===== src/rtl/irq_gate_pkg.sv =====
package irq_gate_pkg;
   localparam int unsigned REG_W      = 32;
   localparam int unsigned MASTER_POS = 31;
   localparam int unsigned OWNER_POS  = 30;

   typedef enum logic [1:0] {
      ACC_NONE  = 2'd0,
      ACC_SET   = 2'd1,
      ACC_CLR   = 2'd2,
      ACC_OTHER = 2'd3
   } acc_kind_e;
endpackage


===== src/rtl/irq_bus_decode.sv =====
module irq_bus_decode #(
   parameter int unsigned ADDR_W   = 8,
   parameter logic [ADDR_W-1:0] SET_ADDR = 8'h10,
   parameter logic [ADDR_W-1:0] CLR_ADDR = 8'h14
) (
   input  logic              bus_wr,
   input  logic              bus_rd,
   input  logic [ADDR_W-1:0] bus_addr,
   output logic              set_we,
   output logic              clr_we,
   output logic              rd_view
);
   import irq_gate_pkg::*;

   acc_kind_e kind;

   always_comb begin
      if (bus_addr == SET_ADDR)      kind = ACC_SET;
      else if (bus_addr == CLR_ADDR) kind = ACC_CLR;
      else                           kind = ACC_OTHER;
   end

   assign set_we  = bus_wr && (kind == ACC_SET);
   assign clr_we  = bus_wr && (kind == ACC_CLR);
   // only the set address exposes state; clear address and others read zero
   assign rd_view = bus_rd && (kind == ACC_SET);
endmodule


===== src/rtl/irq_enable_bank.sv =====
module irq_enable_bank #(
   parameter int unsigned N_SRC = 7
) (
   input  logic             clk,
   input  logic             rst_n,
   input  logic             set_we,
   input  logic             clr_we,
   input  logic [N_SRC-1:0] src_wbits,
   input  logic             master_wbit,
   output logic [N_SRC-1:0] src_en,
   output logic             master_en
);
   localparam int unsigned N_BITS = N_SRC + 1;

   logic [N_BITS-1:0] wbits;
   logic [N_BITS-1:0] en_q;

   assign wbits = {master_wbit, src_wbits};

   for (genvar g = 0; g < N_BITS; g++) begin : g_bit
      always_ff @(posedge clk or negedge rst_n) begin
         if (!rst_n)                    en_q[g] <= 1'b0;
         else if (set_we && wbits[g])   en_q[g] <= 1'b1;
         else if (clr_we && wbits[g])   en_q[g] <= 1'b0;
      end
   end

   assign src_en    = en_q[N_SRC-1:0];
   assign master_en = en_q[N_BITS-1];
endmodule


===== src/rtl/irq_out_gate.sv =====
module irq_out_gate #(
   parameter int unsigned N_SRC = 7
) (
   input  logic             clk,
   input  logic             rst_n,
   input  logic [N_SRC-1:0] status,
   input  logic [N_SRC-1:0] src_en,
   input  logic             master_en,
   output logic             irq
);
   logic any_hit;
   logic irq_q;

   assign any_hit = |(status & src_en);

   always_ff @(posedge clk or negedge rst_n) begin
      if (!rst_n) irq_q <= 1'b0;
      else        irq_q <= master_en & any_hit;
   end

   assign irq = irq_q;
endmodule


===== src/rtl/irq_en_ctrl.sv =====
module irq_en_ctrl #(
   parameter int unsigned ADDR_W   = 8,
   parameter int unsigned N_SRC    = 7,
   parameter logic [ADDR_W-1:0] SET_ADDR = 8'h10,
   parameter logic [ADDR_W-1:0] CLR_ADDR = 8'h14
) (
   input  logic                          clk,
   input  logic                          rst_n,
   input  logic [ADDR_W-1:0]             bus_addr,
   input  logic [irq_gate_pkg::REG_W-1:0] bus_wdata,
   input  logic                          bus_wr,
   input  logic                          bus_rd,
   output logic [irq_gate_pkg::REG_W-1:0] bus_rdata,
   input  logic [N_SRC-1:0]              src_status,
   output logic                          irq_req
);
   import irq_gate_pkg::*;

   if (N_SRC < 1 || N_SRC > OWNER_POS) begin : g_bad_nsrc
      $error("irq_en_ctrl: N_SRC must lie in 1..%0d", OWNER_POS);
   end
   if (SET_ADDR == CLR_ADDR) begin : g_bad_addr
      $error("irq_en_ctrl: set and clear addresses must differ");
   end

   logic             set_we, clr_we, rd_view;
   logic [N_SRC-1:0] src_en;
   logic             master_en;
   logic [REG_W-1:0] view;
   logic             wdata_unused;

   // bit 30 and the reserved span carry no function
   assign wdata_unused = ^bus_wdata[OWNER_POS:N_SRC];

   irq_bus_decode #(
      .ADDR_W  (ADDR_W),
      .SET_ADDR(SET_ADDR),
      .CLR_ADDR(CLR_ADDR)
   ) u_dec (
      .bus_wr  (bus_wr),
      .bus_rd  (bus_rd),
      .bus_addr(bus_addr),
      .set_we  (set_we),
      .clr_we  (clr_we),
      .rd_view (rd_view)
   );

   irq_enable_bank #(.N_SRC(N_SRC)) u_bank (
      .clk        (clk),
      .rst_n      (rst_n),
      .set_we     (set_we),
      .clr_we     (clr_we),
      .src_wbits  (bus_wdata[N_SRC-1:0]),
      .master_wbit(bus_wdata[MASTER_POS]),
      .src_en     (src_en),
      .master_en  (master_en)
   );

   irq_out_gate #(.N_SRC(N_SRC)) u_gate (
      .clk      (clk),
      .rst_n    (rst_n),
      .status   (src_status),
      .src_en   (src_en),
      .master_en(master_en),
      .irq      (irq_req)
   );

   always_comb begin
      view                 = '0;
      view[N_SRC-1:0]      = src_en;
      view[MASTER_POS]     = master_en;
   end

   assign bus_rdata = rd_view ? view : '0;
endmodule


===== config.mk =====
export PLATFORM = sky130hd
export DESIGN_NAME = irq_en_ctrl
export DESIGN_NICKNAME = d
export VERILOG_FILES = /design/src/rtl/irq_gate_pkg.sv /design/src/rtl/irq_bus_decode.sv /design/src/rtl/irq_enable_bank.sv /design/src/rtl/irq_out_gate.sv /design/src/rtl/irq_en_ctrl.sv
export SDC_FILE = /design/constraint.sdc
export NUM_CORES = 1
export LEC_CHECK = 0
export BUFFER_PORTS_ARGS = -buffer_cell sky130_fd_sc_hd__buf_4
export CAP_MARGIN = 30
export CELL_PAD_IN_SITES_DETAIL_PLACEMENT = 1
export CELL_PAD_IN_SITES_GLOBAL_PLACEMENT = 2
export CORE_MARGIN = 1
export CORE_UTILIZATION = 15
export DETAILED_ROUTE_END_ITERATION = 10
export GPL_TIMING_DRIVEN = 1
export PLACE_DENSITY_LB_ADDON = 0.05
export SKIP_LAST_GASP = 1
export SYNTH_ARGS = -nofsm -noshare
export SYNTH_HDL_FRONTEND = slang
export SYNTH_SLANG_ARGS = --single-unit
export TNS_END_PERCENT = 10

===== constraint.sdc =====
create_clock -name clk -period 1.4 [get_ports clk]
set_clock_uncertainty 0.05 [all_clocks]
set_input_delay 0.07 -clock clk [delete_from_list [all_inputs] [get_ports clk]]
set_output_delay 0.07 -clock clk [all_outputs]
set_load 0.02 [all_outputs]

### Word-level counts from Yosys, hierarchy flattened

Cells that the tools add are included.
W data, S select, Z words.

| word-level totals | value |
|---|---|
| output and inout port bits | 33 |
| bits in registers | 9 |
| input port bits | 51 |

| cells by class | value |
|---|---|
| bitwise gates (word level) | 2 |
| reduce and logical (&&, ||, !) cells | 28 |
| multiplexer cells | 19 |
| equal/unequal tests | 4 |

Operator list:

| operator | count |
|---|---|
| $mux W32 | 1 |
| $logic_and A1 B1 Y1 | 19 |
| $mux W1 | 17 |
| $eq A8 B5 Y1 const B | 2 |
| $reduce_bool A2 Y1 | 8 |
| $and A7 B7 Y7 | 1 |
| $reduce_or A7 Y1 | 1 |
| $eq A2 B1 Y1 const B | 1 |
| $eq A2 B2 Y1 const B | 1 |
| $mux W2 | 1 |
| $and A1 B1 Y1 | 1 |

### Logic depth before layout (Yosys ltp)

Gate-level depths: netlist of the first run.

| logic depth | value |
|---|---|
| depth after elaboration | 8 |
| gate-level depth with buffers | 3 |
| gate-level depth less buffers | 3 |

### Cells and area by module

From an unflattened synthesis of the first run, not the netlist that was laid out.

| second synthesis, totals | value |
|---|---|
| cells, all modules | 71 |
| area, all modules | 673.1 µm² |

Modules (own cells, without submodules):

| module | sequential area each (µm²) | cells each | instances | area each (µm²) |
|---|---|---|---|---|
| irq_enable_bank | 200.2 | 26 | 1 | 312.8 |
| irq_en_ctrl | 0.0 | 33 | 1 | 234.0 |
| irq_bus_decode | 0.0 | 6 | 1 | 66.3 |
| irq_out_gate | 25.0 | 6 | 1 | 60.1 |

### Least setup slack after synthesis of the first run

OpenSTA, ideal clock, no wires.

| timing path | value |
|---|---|
| kind | input to output |
| start point | in bus_addr[5] |
| end point | out bus_rdata[0] (netlist bit) |
| data required time | 1280 ps |
| setup slack | 241 ps |
| buffers on the path | 0 |
| arrival time | 1039 ps |
| stages on the path | 3 |
| cells stage by stage | nor4b_4 > and4b_4 > and2_1 |

| between the ends | value |
|---|---|
| cells in the longest elaborated chain, start to end | 6 |
| elaborated cells on any way between the ends | 7 |
| those cells by class | eq/ne (3); mux (3); reduce/logical (1) |

Ends and longest elaborated chain:

| what | line | source |
|---|---|---|
| start: declaration | irq_en_ctrl.sv:9 | `input logic [ADDR_W-1:0] bus_addr,` |
| $eq A8 B5 Y1 | irq_bus_decode.sv:19 | `else if (bus_addr == CLR_ADDR) kind = ACC_CLR;` |
| $mux W1 | irq_bus_decode.sv:19 |  |
| $mux W2 * | irq_bus_decode.sv:18 | `if (bus_addr == SET_ADDR) kind = ACC_SET;` |
| $eq A2 B1 Y1 * | irq_bus_decode.sv:26 | `assign rd_view = bus_rd && (kind == ACC_SET);` |
| $logic_and A1 B1 Y1 * | irq_bus_decode.sv:26 |  |
| $mux W32 * | irq_en_ctrl.sv:74 | `assign bus_rdata = rd_view ? view : '0;` |
| end: declaration | irq_en_ctrl.sv:13 | `output logic [irq_gate_pkg::REG_W-1:0] bus_rdata,` |

Mark *: on every way between the ends. The rest lies on a longest branch, timed or not.

### Worst setup path in the final report of the first run

| timing path | value |
|---|---|
| start point | in bus_addr[5] |
| end point | out bus_rdata[3] (netlist bit) |

The elaborated chain is that of the path after synthesis.

==> PnR_summary.wiki, run 1 <==
{| class="wikitable"
! Metric !! Value
|-
| Violations in the final reports || design-rule violations
|-
| Worst flop-to-flop path endpoint || u_gate.irq$_DFF_PN0_
|-
| Worst-case reg-to-reg path depth || 2
|-
| Antenna fix cells || 0
|-
| Max-slew violation count || 0
|-
| Reported max-cap violation count || 0
|-
| Post-Syn Area || 706 µm²
|-
| WP buf/inv || 2
|-
| WP data arrival || 1.09 ns
|-
| Clock transition at the registers of the reported paths || 0.05 ns
|-
| Post-synth cell types || 14
|-
| Number of setup violations in the final report || 0
|-
| Hold Crit Start || bus_addr[2]
|-
| Class of the tightest hold or removal check || primary input to flop
|-
| Count of filler cells inserted in the layout || 547
|-
| Maximum net fanout on the critical path || 8
|-
| I/O pin count || 84
|-
| DR pass1 iterations || 7
|-
| Number of antenna violations at the first check in global routing || 0
|-
| Avg Vias per Cell || 3.61
|-
| P_leak || 0.574 nW
|-
| Number of H-tree levels || 1
|-
| Count of input and output buffers || 35
|-
| Cell taking the most area after synthesis || dfrtp_1
|-
| Cell types occupying the most area after synthesis || dfrtp_1 (32%), buf_4 (26%), mux2i_1 (11%), and2_1 (7.1%), nand4_1 (7.1%)
|-
| Crit path launch type || primary input
|-
| Cells on Worst Hold Path || 2
|-
| Clock tree buffer depth || 2
|-
| CP top delay family || simple AND/OR/NAND/NOR gates
|-
| Min cycle time layout || 1.21 ns
|-
| Critical path data required time || 1.28 ns
|-
| Status || finished, violations left
|-
| Gate count after technology mapping || 75
|-
| Worst Hold End || u_bank.src_en[6]$_DFFE_PN0P_
|-
| Fraction of the yosys area taken by sequential cells || 31.9%
|-
| Horizontal extent of the die || 70.6 µm
|-
| Layout Nets || 166
|-
| Area growth syn-to-layout || 42.0%
|-
| Final global-route overflow total || 0
|-
| RSZ-0062 raised after global routing || no
|-
| Core area || 4440 µm²
|-
| Via count of the first global-routing pass || 656
|-
| Routability cong. || 0.665
|-
| CP max stage cell || and4b_4
|-
| Largest stage delay on the critical path || 0.34 ns
|-
| Accumulated negative setup slack || 0 ns
|-
| Global-route wire length before repair || 3020 µm
|-
| Footprint of the flip-flops and latches || 225 µm²
|-
| Synth Warn # || 0
|-
| Share of cells above drive strength 1 || 37.7%
|-
| Final WL || 1940 µm
|-
| Placed cells || 161
|-
| Root Buffer || clkbuf_8
|-
| Detailed-route via count || 600
|-
| Total power divided by cell area || 755 nW/µm²
|-
| Highest attainable clock frequency || 0.826 GHz
|-
| Post-synthesis sequential element count || 9
|-
| Die footprint || 4980 µm²
|-
| Post-route DRC || 8
|-
| Final cell count without fillers || 166
|-
| Source-to-sink clock delay at the later pin of the worst-skew pair || 0.23 ns
|-
| Share of Yosys cell area claimed by the top area cell type || 31.9%
|-
| Pwr Total || 0.000756 W
|-
| Reg-to-reg setup timing slack || 0.32 ns
|-
| Post-detail-place hpwl || 1550 µm
|-
| Setup CP Type || primary input to output port
|-
| Starting density of the core || 15.9%
|-
| Sinks on the clock net || 9
|-
| Die span in y || 70.6 µm
|-
| Cells along the critical path || buf_4 > nor4b_4 > and4b_4 > and2_1 > buf_4
|-
| Antenna viol nets, final || 0
|-
| GRT Resource Usage Total || 8.29%
|-
| Post-synthesis area per instance || 9.41 µm²
|-
| Critical path capture point type || output port
|-
| VDD IR max || 0.340 mV
|-
| Pin count of the biggest net entering global routing || 10
|-
| Final count of hold timing violations || 0
|-
| Multi-input gate area || 349 µm²
|-
| Iteration-0 DRC Markers || 23
|-
| Critical register-to-register path startpoint || u_bank.src_en[1]$_DFFE_PN0P_
|-
| Area post-placement || 947 µm²
|-
| Routed wire length per instance || 11.7 µm
|-
| Post CTS Setup Buffer Count || 0
|-
| CTS tree || built
|-
| Ratio of final minimum period to clock period || 86.5%
|-
| CP dominant cell by count || buf_4
|-
| Area of all placed cells without fillers || 1000 µm²
|-
| Row count || 24
|-
| Number of buffers created by CTS || 3
|}
## final cells by class
| class | instances | area share (%) |
|---|---|---|
| tap | 52 | 6.49 |
| multi-input combinational | 55 | 34.8 |
| sequential | 9 | 22.5 |
| clock buffer | 4 | 4.49 |
| timing repair buffer | 38 | 28.7 |
| inverter | 8 | 3.00 |
## layout by cell type (no fill, tap or decap), drive strengths merged
master,n
a22oi,2
and4b,1
dfrtp,9
inv,8
mux2i,8
buf,37
nor3,1
conb,24
nor4b,1
clkbuf,4
dlygate4sd3,1
a31oi,1
and2,8
a222oi,1
nand4,8
## worst max path at each step
stage                     cells after the start       endpoint        start
after CTS                                     5  bus_rdata[31]  bus_addr[5]
after floorplan                               3   bus_rdata[0]  bus_addr[5]
after global routing                          5   bus_rdata[3]  bus_addr[5]
after global placement                        5  bus_rdata[31]  bus_addr[5]
final                                         5   bus_rdata[3]  bus_addr[5]
after detailed placement                      5  bus_rdata[31]  bus_addr[5]
## power breakdown
| group | internal (W) | switching [W] |
|---|---|---|
| Clock | 0.000199 | 0.000109 |
| Combinational | 0.0000664 | 0.000101 |
| Sequential | 0.000273 | 0.00000778 |
| Total | 0.000539 | 0.000218 |
## routing by layer
metal / track usage, % / up-vias / part of all wire, %
met4: 2.00 / 0 / 0.46
met2: 14.1 / 38 / 48
met1: 9.39 / 278 / 41
met3: 3.99 / 2 / 9.7
li1: - / 282 / -
met5: 0 / - / 0
## what timing repair did
action,CTS,global route
endpoints found under the hold margin,9,0
gates resized for setup,0,0
hold buffers,1,0
## registers in the layout, summed over array words and instances (netlist names)
register and count:
u_bank.src_en 7, u_bank.master_en 1, u_gate.irq 1
## per-stage QoR
stage | util [%] | hold slack (ns) | setup slack, ns
6_report | 22.6 | 0.0507 | 0.190
5_1_grt | 22.6 | 0.0664 | 0.0657
4_1_cts | 22.6 | 0.0600 | 0.159
3_5_place_dp | 21.3 | -0.140 | 0.156
3_3_place_gp | 21.3 | -0.139 | 0.148
2_1_floorplan | - | -0.276 | 0.241
## Yosys cell counts
cell / n
inv_1: 8
conb_1: 1
a222oi_1: 1
a22oi_1: 2
and2_1: 8
dfrtp_1: 9
a31oi_1: 1
buf_4: 24
and4b_4: 1
nor3_2: 1
nand4_1: 8
mux2i_1: 8
clkbuf_1: 2
nor4b_4: 1
## kinds of logic (layout without fill, tap and decap cells)
group / Yosys count / count (layout) / share of synthesized area [%]
flip-flops: 9 / 9 / 31.9
multiplexers: 8 / 8 / 11.3
AO/OA/AOI/OAI: 4 / 4 / 4.43
other: 1 / 24 / 0.531
buffers and inverters: 34 / 50 / 30.9
AND/OR/NAND/NOR: 19 / 19 / 20.9
(Power assumes the default switching activity.)
==> run 2, diff against run 1 <==
ABC_AREA = 1   (was not set)
CORE_UTILIZATION = 14   (was 15)
==> run 2 against run 1 <==
  * The flow now finishes without violations
  * Critical path depth is 2 lower
  * Sequential power about the same
  * Total power up 1.3%
  * Clock-buffer cell count shrank 1
  * Worst hold slack worse by 0.029 ns
  * Sequential cell count unchanged
  * Final area increased by 5.1%
  * Non-clock buffer count down 1
  * Fmax is 14% higher
  * Synthesized cell count up 44%
  * Utilization shrank 1.9 points
  * Die area up 12%
  * Critical path type is now flop to output port
  * Critical endpoint is now bus_rdata[1]
  * Largest power group unchanged
==> PnR_summary.wiki, run 2 <==
{| class="wikitable"
! Metric !! Value
|-
| Fraction of registers with async set/reset || 100%
|-
| Fraction of the yosys area taken by sequential cells || 30.5%
|-
| DR pass1 iterations || 2
|-
| Number of flops mapped to enable cells by yosys || 0
|-
| Max-slew violation count || 0
|-
| Number of antenna violations at the first check in global routing || 0
|-
| Synth Flop Type || dfrtp_1
|-
| Cell taking the most area after synthesis || dfrtp_1
|-
| Most common library cells after synthesis || nand2_1 (25), buf_4 (24), nand3_1 (20), inv_1 (11), nor2_1 (11)
|-
| CP max stage cell || dfrtp_1
|-
| VDD IR max || 0.232 mV
|-
| Iteration-0 DRC Markers || 15
|-
| Crit path launch type || flop
|-
| Final count of hold timing violations || 0
|-
| Min cycle time layout || 1.06 ns
|-
| Die footprint || 5570 µm²
|-
| Class of the tightest hold or removal check || primary input to flop
|-
| Critical path data required time || 1.28 ns
|-
| Sinks on the clock net || 9
|-
| Count of filler cells inserted in the layout || 648
|-
| Pin count of the biggest net entering global routing || 10
|-
| I/O pin count || 84
|-
| Cells along the critical path || inv_1 > nor2_1 > buf_4
|-
| Multi-input gate area || 373 µm²
|-
| Reg-to-reg setup timing slack || 0.49 ns
|-
| Total power divided by cell area || 727 nW/µm²
|-
| Post-synth cell types || 13
|-
| Most common library cell in the layout ignoring fill and taps || buf_4
|-
| Clock tree buffer depth || 2
|-
| Source-to-sink clock delay at the later pin of the worst-skew pair || 0.24 ns
|-
| Ratio of final minimum period to clock period || 75.6%
|-
| Layout Nets || 199
|-
| Final cell utilization of the core || 20.6%
|-
| Starting density of the core || 14.5%
|-
| Root Buffer || clkbuf_8
|-
| Detailed-route via count || 737
|-
| Footprint of the flip-flops and latches || 225 µm²
|-
| Reported max-cap violation count || 0
|-
| CTS tree || built
|-
| Routability cong. || 0.630
|-
| Status || finished, final reports clean
|-
| Global-route wire length before repair || 3390 µm
|-
| Post-Place Worst Slack || 0.265 ns
|-
| Post-route DRC || 0
|-
| Final global-route overflow total || 0
|-
| Die span in y || 74.6 µm
|-
| Gate count after technology mapping || 108
|-
| Share of cells above drive strength 1 || 29.9%
|-
| GRT Resource Usage Total || 8.53%
|-
| WP data arrival || 0.94 ns
|-
| Number of H-tree levels || 1
|-
| Antenna viol nets, final || 0
|-
| Via count of the first global-routing pass || 731
|-
| Cell types occupying the most area after synthesis || dfrtp_1 (31%), buf_4 (24%), nand3_1 (14%), nand2_1 (13%), inv_1 (5.6%)
|-
| Largest stage delay on the critical path || 0.40 ns
|-
| Final WL || 2260 µm
|-
| Maximum net fanout on the critical path || 3
|-
| Accumulated negative setup slack || 0 ns
|-
| Post-synthesis area per instance || 6.84 µm²
|-
| Critical path capture point type || output port
|-
| Antenna fix cells || 0
|-
| Routed wire length per instance || 10.4 µm
|-
| Share of Yosys cell area claimed by the top area cell type || 30.5%
|-
| Count of input and output buffers || 35
|-
| Post-detail-place hpwl || 1830 µm
|-
| Number of buffers created by CTS || 3
|-
| Area growth syn-to-layout || 42.7%
|-
| Core area || 5110 µm²
|-
| Most used cells in the layout excluding fill and tap cells || buf_4 (36), nand2_1 (25), conb_1 (24), nand3_1 (20)
|-
| Post-synthesis sequential element count || 9
|-
| Post-Syn Area || 738 µm²
|-
| Synth Warn # || 0
|-
| Highest attainable clock frequency || 0.945 GHz
|-
| P_leak || 0.545 nW
|-
| Avg Vias per Cell || 3.40
|-
| Largest register FFs || 7
|-
| Worst setup margin || 0.342 ns
|-
| Most common cell in the netlist || nand2_1
|-
| Row count || 26
|-
| Setup CP Type || flop to output port
|-
| RSZ-0062 raised after global routing || no
|-
| Post CTS Setup Buffer Count || 0
|-
| Horizontal extent of the die || 74.6 µm
|-
| Number of setup violations in the final report || 0
|-
| Clock transition at the registers of the reported paths || 0.05 ns
|}
## run 2: cell types whose count changed in the layout (fill, tap and decap cells not counted), sizes merged, moves of 2 or more
cell	before	now
a22oi	2	0
and2	8	0
inv	8	11
mux2i	8	0
nand2	0	26
nand3	0	20
nand4	8	0
nor2	0	14
## run 2: area by class of cell
class / count / area share [%]
tap: 70 / 8.31
multi-input combinational: 86 / 35.4
timing repair buffer: 37 / 26.6
clock inverter: 1 / 0.475
sequential: 9 / 21.4
clock buffer: 3 / 3.92
inverter: 11 / 3.92
## run 2: final timing paths
path / startpoint / endpoint / depth (start not counted)
max reg2reg: u_bank.src_en[6]$_DFFE_PN0P_ / u_gate.irq$_DFF_PN0_ / 4
max in group asynchronous: rst_n / u_bank.src_en[0]$_DFFE_PN0P_ / 2
min: bus_wdata[4] / u_bank.src_en[4]$_DFFE_PN0P_ / 3
min reg2reg: u_bank.master_en$_DFFE_PN0P_ / u_bank.master_en$_DFFE_PN0P_ / 2
min in group asynchronous: rst_n / u_gate.irq$_DFF_PN0_ / 2
max: u_bank.src_en[1]$_DFFE_PN0P_ / bus_rdata[1] / 3
## run 2: repair_timing
action                                 CTS  global route
resized for setup                        0             0
setup endpoints to repair                0             0
endpoints found under the hold margin    9             0
hold buffers                             1             0
## run 2: stage by stage
stage	power [W]	cell area, µm²	hold WS (ns)	instances
after global placement	0.000453	997	-0.138	212
after CTS	0.000780	1050	0.0212	217
final	0.000766	1050	0.0214	217
after detailed placement	0.000455	997	-0.143	212
after global routing	0.000802	1050	0.0311	217
after floorplan	0.000423	825	-0.276	131
## run 2: kinds of logic after synthesis
family	Yosys count	synth area share, %
AO/OA/AOI/OAI	1	0.677
buffers and inverters	36	30.7
flip-flops	9	30.5
other	1	0.508
AND/OR/NAND/NOR	61	37.6
## run 2: critical path, delay by kind of cell (launching register included)
kind,cells,cell delay (ns)
flops,1,0.40
buf+inv,2,0.20
simple gates,1,0.10
## run 2: power by group
part / switching (W) / internal, W / leakage (nW)
registers: 0.0000105 / 0.000272 / 0.124
logic: 0.000107 / 0.0000613 / 0.396
clock network: 0.000120 / 0.000195 / 0.0255
## run 2: routing by layer
| layer | share of wire [%] | GRT usage [%] | vias up | routed length (µm) |
|---|---|---|---|---|
| met1 | 45 | 10.6 | 329 | 1010 |
| met4 | 2.3 | 4.40 | 0 | 52 |
| li1 | - | - | 365 | - |
| met5 | 0 | 0 | - | 0 |
| met2 | 47 | 14.0 | 38 | 1050 |
| met3 | 6.6 | 1.61 | 5 | 148 |
==> run 3, diff against run 2 <==
CORE_UTILIZATION = 13   (was 14)
clock period = 0.95 ns   (was 1.4 ns; I/O delays follow)
==> run 3 against run 2 <==
  * The run now ends with negative setup slack left
  * Register-to-register slack lost 0.56 ns
  * Clock power grew 45%
  * Die area grew 7.5%
  * Combinational power grew 83%
  * Largest cell class unchanged
  * Highest routed layer unchanged
  * Final cell count grew 6.0%
  * Clock-buffer cell count grew 1
==> PnR_summary.wiki, run 3 (synthesized netlist as in run 2, its figures left out) <==
{| class="wikitable"
! Metric !! Value
|-
| Status || finished, violations left
|-
| Violations in the final reports || negative setup slack
|-
| Post-route DRC || 0
|-
| Die span in y || 77.4 µm
|-
| WP data arrival || 0.96 ns
|-
| Maximum net fanout on the critical path || 2
|-
| Most used cells in the layout excluding fill and tap cells || buf_4 (34), nand2_1 (25), conb_1 (24), nand3_1 (19), buf_6 (13)
|-
| Cells along the critical path || buf_6 > inv_2 > nor2_4 > buf_6
|-
| Number of H-tree levels || 1
|-
| Via count of the first global-routing pass || 769
|-
| Clock transition at the registers of the reported paths || 0.05 ns
|-
| Cells on Worst Hold Path || 3
|-
| Setup CP Type || flop to output port
|-
| Ratio of final minimum period to clock period || 111%
|-
| Routed wire length per instance || 10.4 µm
|-
| DR pass1 iterations || 4
|-
| Share of cells above drive strength 1 || 42.4%
|-
| Area of all placed cells without fillers || 1270 µm²
|-
| Final global-route overflow total || 0
|-
| Max-slew violation count || 0
|-
| Final cell utilization of the core || 23.2%
|-
| Row count || 27
|-
| Total power divided by cell area || 930 nW/µm²
|-
| CP top delay family || flip-flops
|-
| Starting density of the core || 13.5%
|-
| Largest register FFs || 7
|-
| CP max stage cell || dfrtp_1
|-
| Pin count of the biggest net entering global routing || 10
|-
| Area post-placement || 1050 µm²
|-
| Avg Vias per Cell || 3.36
|-
| Iteration-0 DRC Markers || 18
|-
| Critical path capture point type || output port
|-
| CP dominant cell by count || buf_6
|-
| CTS tree || built
|-
| I/O pin count || 84
|-
| Most common library cell in the layout ignoring fill and taps || buf_4
|-
| Routability cong. || 0.612
|-
| Number of antenna violations at the first check in global routing || 0
|-
| Critical register-to-register path startpoint || u_bank.src_en[4]$_DFFE_PN0P_
|-
| Layout Nets || 210
|-
| P_leak || 0.614 nW
|-
| Count of input and output buffers || 35
|-
| Die footprint || 5980 µm²
|-
| Worst flop-to-flop path endpoint || u_gate.irq$_DFF_PN0_
|-
| Worst Hold End || u_bank.master_en$_DFFE_PN0P_
|-
| Reg-to-reg setup timing slack || -0.07 ns
|-
| Sinks on the clock net || 9
|-
| Detailed-route via count || 773
|-
| Worst-case hold slack || 0.00929 ns
|-
| Antenna fix cells || 0
|-
| Core area || 5470 µm²
|-
| Final count of hold timing violations || 0
|-
| Final WL || 2390 µm
|-
| Largest stage delay on the critical path || 0.39 ns
|-
| Global-route wire length before repair || 3620 µm
|-
| Number of setup violations in the final report || 9
|-
| Critical path data required time || 0.85 ns
|-
| Worst setup margin || -0.109 ns
|-
| Number of buffers created by CTS || 3
|-
| Highest attainable clock frequency || 0.944 GHz
|-
| WP buf/inv || 3
|-
| Horizontal extent of the die || 77.4 µm
|-
| Antenna viol nets, final || 0
|-
| RSZ-0062 raised after global routing || yes
|-
| Reported max-cap violation count || 0
|-
| Min cycle time layout || 1.06 ns
|-
| Source-to-sink clock delay at the later pin of the worst-skew pair || 0.23 ns
|-
| VDD IR max || 0.312 mV
|-
| GRT Resource Usage Total || 8.12%
|-
| Crit path launch type || flop
|-
| Class of the tightest hold or removal check || primary input to flop
|-
| Worst-case reg-to-reg path depth || 5
|-
| Hold Crit Start || bus_wdata[31]
|-
| Post-detail-place hpwl || 1940 µm
|-
| Area growth syn-to-layout || 71.7%
|-
| Clock tree buffer depth || 2
|-
| Root Buffer || clkbuf_8
|}
## run 3: changes by cell type in the layout (fill, tap and decap cells not counted), sizes merged
| cell | before | now |
|---|---|---|
| buf | 36 | 47 |
| clkinv | 1 | 0 |
| clkbuf | 3 | 4 |
## run 3: timing repair
item | CTS | global route
pin swaps | 4 | 9
hold buffers | 1 | 0
resized for setup | 8 | 28
setup buffers | 5 | 0
endpoints found under the hold margin | 9 | 0
endpoints found under the setup margin | 8 | 9
## run 3: cell type report
class                   count  area, µm²
fillers                   689       4210
multi-input cells          86        454
repair buffers             48        412
flip-flops and latches      9        225
well taps                  72       90.1
clock buffers               4       45.0
inverters                  11       41.3
## run 3: worst max-delay path by stage
stage / end / start / depth (start not counted)
final: bus_rdata[4] / u_bank.src_en[4]$_DFFE_PN0P_ / 4
after global routing: bus_rdata[5] / bus_addr[2] / 7
after CTS: bus_rdata[4] / u_bank.src_en[4]$_DFFE_PN0P_ / 4
after detailed placement: bus_rdata[31] / bus_addr[2] / 7
after global placement: bus_rdata[31] / bus_addr[2] / 7
after floorplan: bus_rdata[0] / bus_addr[6] / 5
## run 3: where the power goes
group | switching, W | total, W | leakage (nW) | internal, W
clock | 0.000164 | 0.000457 | 0.0228 | 0.000294
combinational | 0.000182 | 0.000308 | 0.467 | 0.000126
sequential | 0.0000128 | 0.000414 | 0.124 | 0.000401
## run 3: tightest hold or removal path: cells and delay by family
| kind | cells | cell delay (ns) |
|---|---|---|
| and+or+nand+nor | 2 | 0.13 |
| buffers and inverters | 1 | 0.09 |
## run 3: layer usage
| layer | routed length (µm) | part of all wire, % | track usage (%) |
|---|---|---|---|
| met1 | 1030 | 43 | 9.38 |
| met2 | 1160 | 49 | 13.4 |
| met3 | 153 | 6.4 | 1.88 |
| met4 | 50 | 2.1 | 5.28 |
| met5 | 0 | 0 | 0 |
## run 3: through the flow
stage / total power [W] / TNS (ns) / cells / setup WS (ns)
global route: 0.00126 / -1.24 / 230 / -0.147
CTS: 0.00118 / -0.767 / 230 / -0.101
finish: 0.00118 / -0.737 / 230 / -0.109
detailed placement: 0.000690 / -0.790 / 221 / -0.0810
global placement: 0.000690 / -0.788 / 221 / -0.0784
floorplan: 0.000624 / 0 / 131 / 0.0122
